**src/rtl/dds_seq_pkg.sv**
```systemverilog
package dds_seq_pkg;
  // slots per frame: data bits, one idle gap period, one strobe period
  localparam int unsigned GAP_SLOTS    = 1;
  localparam int unsigned STROBE_SLOTS = 1;

  typedef struct packed {
    logic sclk;
    logic sdata;
    logic cs_n;
    logic ioupd;
  } ser_pins_t;

  localparam ser_pins_t PINS_IDLE = '{sclk: 1'b0, sdata: 1'b0, cs_n: 1'b1, ioupd: 1'b0};

  function automatic int unsigned clog2_min1(input int unsigned v);
    int unsigned r;
    r = 1;
    while ((1 << r) < v) r++;
    return r;
  endfunction
endpackage

```
**src/rtl/dds_clk_div.sv**
```systemverilog
module dds_clk_div #(
  parameter int unsigned DIV_W   = 8,
  parameter int unsigned DIV_MIN = 5
) (
  input  logic             clk,
  input  logic             rst,
  input  logic             load_i,
  input  logic [DIV_W-1:0] div_i,
  input  logic             run_i,
  output logic             per_end_o,
  output logic             hi_phase_o
);
  logic [DIV_W-1:0] div_q;
  logic [DIV_W-1:0] ph_q;
  logic [DIV_W-1:0] low_len;

  assign low_len    = div_q - (div_q >> 1);
  assign per_end_o  = run_i && (ph_q == div_q - 1'b1);
  assign hi_phase_o = (ph_q >= low_len);

  always_ff @(posedge clk) begin
    if (rst) begin
      div_q <= DIV_W'(DIV_MIN);
      ph_q  <= '0;
    end else if (load_i) begin
      div_q <= (div_i < DIV_W'(DIV_MIN)) ? DIV_W'(DIV_MIN) : div_i;
      ph_q  <= '0;
    end else if (run_i) begin
      ph_q <= per_end_o ? '0 : ph_q + 1'b1;
    end
  end
endmodule

```
**src/rtl/dds_frame_shift.sv**
```systemverilog
module dds_frame_shift #(
  parameter int unsigned CMD_W  = 8,
  parameter int unsigned WORD_W = 16
) (
  input  logic              clk,
  input  logic              rst,
  input  logic              load_i,
  input  logic              shift_i,
  input  logic [CMD_W-1:0]  cmd_i,
  input  logic [WORD_W-1:0] word_i,
  output logic              msb_o
);
  localparam int unsigned FR_W = CMD_W + WORD_W;
  logic [FR_W-1:0] sh_q;

  assign msb_o = sh_q[FR_W-1];

  always_ff @(posedge clk) begin
    if (rst)          sh_q <= '0;
    else if (load_i)  sh_q <= {cmd_i, word_i};
    else if (shift_i) sh_q <= {sh_q[FR_W-2:0], 1'b0};
  end
endmodule

```
**src/rtl/dds_frame_ctrl.sv**
```systemverilog
module dds_frame_ctrl #(
  parameter int unsigned CNT_W   = 16,
  parameter int unsigned FR_BITS = 24,
  parameter int unsigned SLOT_W  = 5
) (
  input  logic              clk,
  input  logic              rst,
  input  logic              start_i,
  input  logic [CNT_W-1:0]  frames_i,
  input  logic              per_end_i,
  output logic              accept_o,
  output logic              load_o,
  output logic              shift_o,
  output logic              busy_o,
  output logic              in_data_o,
  output logic              in_strobe_o
);
  import dds_seq_pkg::*;
  localparam int unsigned STROBE_SLOT = FR_BITS + GAP_SLOTS;

  logic [SLOT_W-1:0] slot_q;
  logic [CNT_W-1:0]  left_q;
  logic              busy_q;
  logic              frame_end;
  logic              last_frame;

  assign accept_o    = start_i && !busy_q && (frames_i != '0);
  assign frame_end   = busy_q && per_end_i && (slot_q == SLOT_W'(STROBE_SLOT));
  assign last_frame  = (left_q == CNT_W'(1));
  assign load_o      = accept_o || (frame_end && !last_frame);
  assign shift_o     = busy_q && per_end_i && (slot_q < SLOT_W'(FR_BITS));
  assign busy_o      = busy_q;
  assign in_data_o   = busy_q && (slot_q < SLOT_W'(FR_BITS));
  assign in_strobe_o = busy_q && (slot_q == SLOT_W'(STROBE_SLOT));

  always_ff @(posedge clk) begin
    if (rst) begin
      busy_q <= 1'b0;
      slot_q <= '0;
      left_q <= '0;
    end else if (accept_o) begin
      busy_q <= 1'b1;
      slot_q <= '0;
      left_q <= frames_i;
    end else if (frame_end) begin
      slot_q <= '0;
      left_q <= left_q - 1'b1;
      if (last_frame) busy_q <= 1'b0;
    end else if (busy_q && per_end_i) begin
      slot_q <= slot_q + 1'b1;
    end
  end
endmodule

```
**src/rtl/dds_frame_seq.sv**
```systemverilog
module dds_frame_seq #(
  parameter int unsigned CMD_W   = 8,
  parameter int unsigned WORD_W  = 16,
  parameter int unsigned DIV_W   = 8,
  parameter int unsigned CNT_W   = 16,
  parameter int unsigned DIV_MIN = 5
) (
  input  logic              clk,
  input  logic              rst,
  input  logic              start_i,
  input  logic [DIV_W-1:0]  div_i,
  input  logic [CNT_W-1:0]  frames_i,
  input  logic [CMD_W-1:0]  cmd_i,
  input  logic [WORD_W-1:0] word_i,
  output logic              sclk_o,
  output logic              sdata_o,
  output logic              cs_n_o,
  output logic              ioupd_o,
  output logic              busy_o
);
  import dds_seq_pkg::*;
  localparam int unsigned FR_BITS = CMD_W + WORD_W;
  localparam int unsigned SLOTS   = FR_BITS + GAP_SLOTS + STROBE_SLOTS;
  localparam int unsigned SLOT_W  = clog2_min1(SLOTS);

  logic accept, load, shift, busy, in_data, in_strobe;
  logic per_end, hi_phase, msb;
  ser_pins_t pins_d, pins_q;

  dds_clk_div #(.DIV_W(DIV_W), .DIV_MIN(DIV_MIN)) u_div (
    .clk(clk), .rst(rst), .load_i(accept), .div_i(div_i), .run_i(busy),
    .per_end_o(per_end), .hi_phase_o(hi_phase)
  );

  dds_frame_ctrl #(.CNT_W(CNT_W), .FR_BITS(FR_BITS), .SLOT_W(SLOT_W)) u_ctrl (
    .clk(clk), .rst(rst), .start_i(start_i), .frames_i(frames_i),
    .per_end_i(per_end), .accept_o(accept), .load_o(load), .shift_o(shift),
    .busy_o(busy), .in_data_o(in_data), .in_strobe_o(in_strobe)
  );

  dds_frame_shift #(.CMD_W(CMD_W), .WORD_W(WORD_W)) u_shift (
    .clk(clk), .rst(rst), .load_i(load), .shift_i(shift),
    .cmd_i(cmd_i), .word_i(word_i), .msb_o(msb)
  );

  always_comb begin
    pins_d       = PINS_IDLE;
    pins_d.sclk  = in_data && hi_phase;
    pins_d.sdata = in_data && msb;
    pins_d.cs_n  = !in_data;
    pins_d.ioupd = in_strobe;
  end

  always_ff @(posedge clk) begin
    if (rst) pins_q <= PINS_IDLE;
    else     pins_q <= pins_d;
  end

  assign sclk_o  = pins_q.sclk;
  assign sdata_o = pins_q.sdata;
  assign cs_n_o  = pins_q.cs_n;
  assign ioupd_o = pins_q.ioupd;
  assign busy_o  = busy;
endmodule

```
**config.mk**
```make
export PLATFORM = sky130hd
export DESIGN_NAME = dds_frame_seq
export DESIGN_NICKNAME = d
export VERILOG_FILES = /design/src/rtl/dds_seq_pkg.sv /design/src/rtl/dds_clk_div.sv /design/src/rtl/dds_frame_shift.sv /design/src/rtl/dds_frame_ctrl.sv /design/src/rtl/dds_frame_seq.sv
export SDC_FILE = /design/constraint.sdc
export NUM_CORES = 1
export LEC_CHECK = 0
export BUFFER_PORTS_ARGS = -buffer_cell sky130_fd_sc_hd__buf_2
export CORE_ASPECT_RATIO = 0.75
export CORE_MARGIN = 1
export CORE_UTILIZATION = 61
export CTS_CLUSTER_DIAMETER = 80
export CTS_CLUSTER_SIZE = 30
export DETAILED_ROUTE_END_ITERATION = 16
export PLACE_DENSITY = 0.9
export SLEW_MARGIN = 15
export SYNTH_ARGS = -nofsm -noshare
export SYNTH_HDL_FRONTEND = slang
export SYNTH_SLANG_ARGS = --single-unit
```
**constraint.sdc**
```tcl
create_clock -name clk -period 7.4 [get_ports clk]
set_input_delay 1.48 -clock clk [delete_from_list [all_inputs] [get_ports clk]]
set_output_delay 1.48 -clock clk [all_outputs]
set_load 0.03 [all_outputs]
```
==> out/metrics.csv <==
stage,metric,value,unit
power,pwr-share-clk,33.1,%
worst_setup_path,cp.arrival,3.91,ns
synthesis,yosys.area.top_type,dfxtp_1,
sta,setup_tns,0,ns
clock_network,htree_levels,3,
layout,n_fill_cell,424,
sta,tightest_slew,0.872,ns
die,fp.dieH,68.8,µm
clock_network,cts.clk_slew.worst_paths,0.07,ns
synthesis,ys.flop_type,dfxtp_1,
clock_network,clk-insertion-delay-late,0.35,ns
grt,grt_max_degree,32,
synthesis,syn_area,3630,µm²
worst_setup_path,endpoint,u_shift.sh_q[14],
synthesis,synth_xor_area_share,7.24,%
power,power.switching,0.000226,W
synthesis,synth_top_family_by_area,simple AND/OR/NAND/NOR gates,
die,start_util,65.6,%
worst_setup_path,ff2ff_path_depth,9,
worst_setup_path,worstSetupPathType,in -> reg,
layout,final-seq-area,1320,µm²
layout,layout-drive-gt1-share,17.4,%
routing,routedWlPerCell,15.4,µm
layout,final_common_cell,dfxtp_1,
routing,totalWireLength,8.23,mm
power,power.density,194,nW/µm²
synthesis,synth-edff-count,0,
synthesis,synthMuxAreaShare,0.310,%
grt,met1_usage,34.0,%
synthesis,yosysSeqAreaShare,36.4,%
worst_setup_path,startpoint_type,input port,
worst_setup_path,reg2reg_from,u_div.div_q[2],
grt,top_usage_layer,met2,
synthesis,syn-instance-count,403,
grt,grt_pass1_wl,13.4,mm
synthesis,async_flop_share,0,%
clock_network,cts_hold_buf,0,
grt,grt.overflow.total,0,
power,seq_power_share,49.3,%
worst_setup_path,rr_endpoint,u_ctrl.left_q[15],
die,boundaryPins,56,
synthesis,syn_area_per_cell,9.00,µm²
sta,rsz0062_at_grt,false,
synthesis,synth-compound-area-share,20.1,%
worst_setup_path,ff2ff_setup_slack,3.98,ns
clock_network,numCtsBuffers,9,
layout,layout_common_cells,"dfxtp_1, buf_2, nand2_1, ha_1, nor2_1",
worst_setup_path,crit_fanout,25,
sta,clock_skew,0.00808,ns
worst_setup_path,startpoint,frames_i[2],
power,power_frac_comb,17.5,%
worst_setup_path,cp.required,7.69,ns
power,p_leak,1.72,nW
layout,fin_nets,535,
layout,area_growth,12.5,%
sta,setup_viol,0,
routing,dr.pass1.iters,4,
power,irDropWorstVdd,0.000140,V
sta,period_share,48.9,%
routing,drtIter0Drc,177,
layout,diodes,0,
routing,via_per_inst,6.01,
power,p_int,0.000566,W
grt,grt_use_total,27.3,%
routing,drc_errors,0,
worst_setup_path,timing.critical_path.to_type,register,
run_status,status,"complete, no violations",
placed_design,io_buffers,55,
placed_design,dpl.cell_count,519,
synthesis,synthesis.nets,483,
synthesis,synthAdderAreaFrac,10.2,%
placed_design,hpwl,6.04,mm
synthesis,ys_types,51,
grt,grtUsageMet3,6.14,%
sta,drv_slew,0,
grt,grt_antenna_before_repair,0,
synthesis,synth_top_area_share,36.4,%
die,coreArea,5530,µm²
clock_network,post-cts-setup-buffer-count,0,
sta,hold_slack,0.433,ns
clock_network,cts.sinks,66,
synthesis,synth-simple-area-share,21.3,%
sta,hold_viol,0,
grt,grt_pass1_vias,2972,
clock_network,cts_root_buf,clkbuf_8,
synthesis,synth_warnings,0,
sta,finalCriticalPeriod,3.62,ns
grt,met2_usage,47.6,%
clock_network,clockBufferDepth,2,
sta,finalWorstSetupSlack,3.78,ns
die,die_x,91.0,µm
clock_network,cts_tree,built,
min_path,min_path_type,reg -> reg,
power,p_sw_share,28.5,%
min_path,min_from,u_shift.sh_q[23],
routing,ant_nets,0,
routing,vias,3217,
placed_design,gp_congestion,0.827,
sta,fmax,276,MHz
synthesis,synth_seq_cells,66,
clock_network,cts.repair.resized,0,
run,maxCapViolCount,0,
sta,slew_headroom,41.7,%
layout,stdcell_count,535,
die,fp-row-count,23,
layout,multi_input_area,2150,µm²
die,dieArea,6260,µm²
synthesis,synth_area_leaders,"dfxtp_1, ha_1, a221o_1",
placed_design,pre_cts_ws,3.49,ns
[final cells by class]
| class | instances | share of cell area [%] |
|---|---|---|
| clock buffers | 13 | 3.65 |
| clock inverters | 3 | 0.368 |
| inverters | 19 | 1.75 |
| multi-input cells | 303 | 52.6 |
| flip-flops and latches | 66 | 32.4 |
| well taps | 75 | 2.30 |
| repair buffers | 56 | 6.93 |
[power by group through the flow]
stage,sequential [W],clock (W),combinational [W]
floorplan,0.000394,0,0.000100
global placement,0.000397,0,0.000129
detailed placement,0.000398,0,0.000137
CTS,0.000390,0.000263,0.000138
global route,0.000393,0.000274,0.000155
finish,0.000390,0.000262,0.000139
[flip-flops by register name, summed over array words and instances (netlist names), 5 cells and up]
register / flops
u_shift.sh_q: 24
u_ctrl.left_q: 16
u_div.div_q: 8
u_div.ph_q: 8
u_ctrl.slot_q: 5
[worst min path at each step]
stage | end | depth (start not counted) | slack, ns
global placement | sdata_o | 2 | 0.42
floorplan | sdata_o | 2 | 0.41
detailed placement | sdata_o | 2 | 0.42
global route | sdata_o | 2 | 0.46
finish | sdata_o | 2 | 0.43
CTS | sdata_o | 2 | 0.43
[worst max-delay path: stages]
cell and delay (ns):
buf_2 0.10, nor4_1 0.41, nand4_1 0.17, nand2_1 0.68, nand2b_1 0.27, nor2_4 0.52
a221o_1 0.26
[per-stage QoR]
| stage | area [µm²] | power, W | utilization (%) |
|---|---|---|---|
| 2_1_floorplan | 3630 | 0.000495 | - |
| 3_3_place_gp | 3920 | 0.000527 | 70.9 |
| 3_5_place_dp | 3920 | 0.000535 | 70.9 |
| 4_1_cts | 4080 | 0.000791 | 73.8 |
| 5_1_grt | 4080 | 0.000822 | 73.8 |
| 6_report | 4080 | 0.000791 | 73.8 |
[synthesized netlist by cell type (5+ instances only)]
master	number
dfxtp_1	66
nand2_1	40
ha_1	28
nor2_1	27
a21oi_1	25
and2_1	24
a221o_1	23
inv_1	19
xor2_1	18
xnor2_1	12
a31oi_1	10
clkbuf_1	10
nand3_1	8
nor3_1	7
o311ai_0	7
nand4_1	5
nor4_1	5
o21ai_0	5
o21bai_1	5
[cell families after synthesis]
group,Yosys count
simple gates,146
compound gates,97
flops,66
buf+inv,34
xor+xnor,30
fa+ha+maj,29
mux,1
[per-layer routing]
layer | vias up | part of all wire [%]
met3 | 16 | 4.6
li1 | 1570 | -
met1 | 1559 | 46
met5 | - | 0
met2 | 72 | 48
met4 | 0 | 1.8
Power figures use the tool's default switching activity.
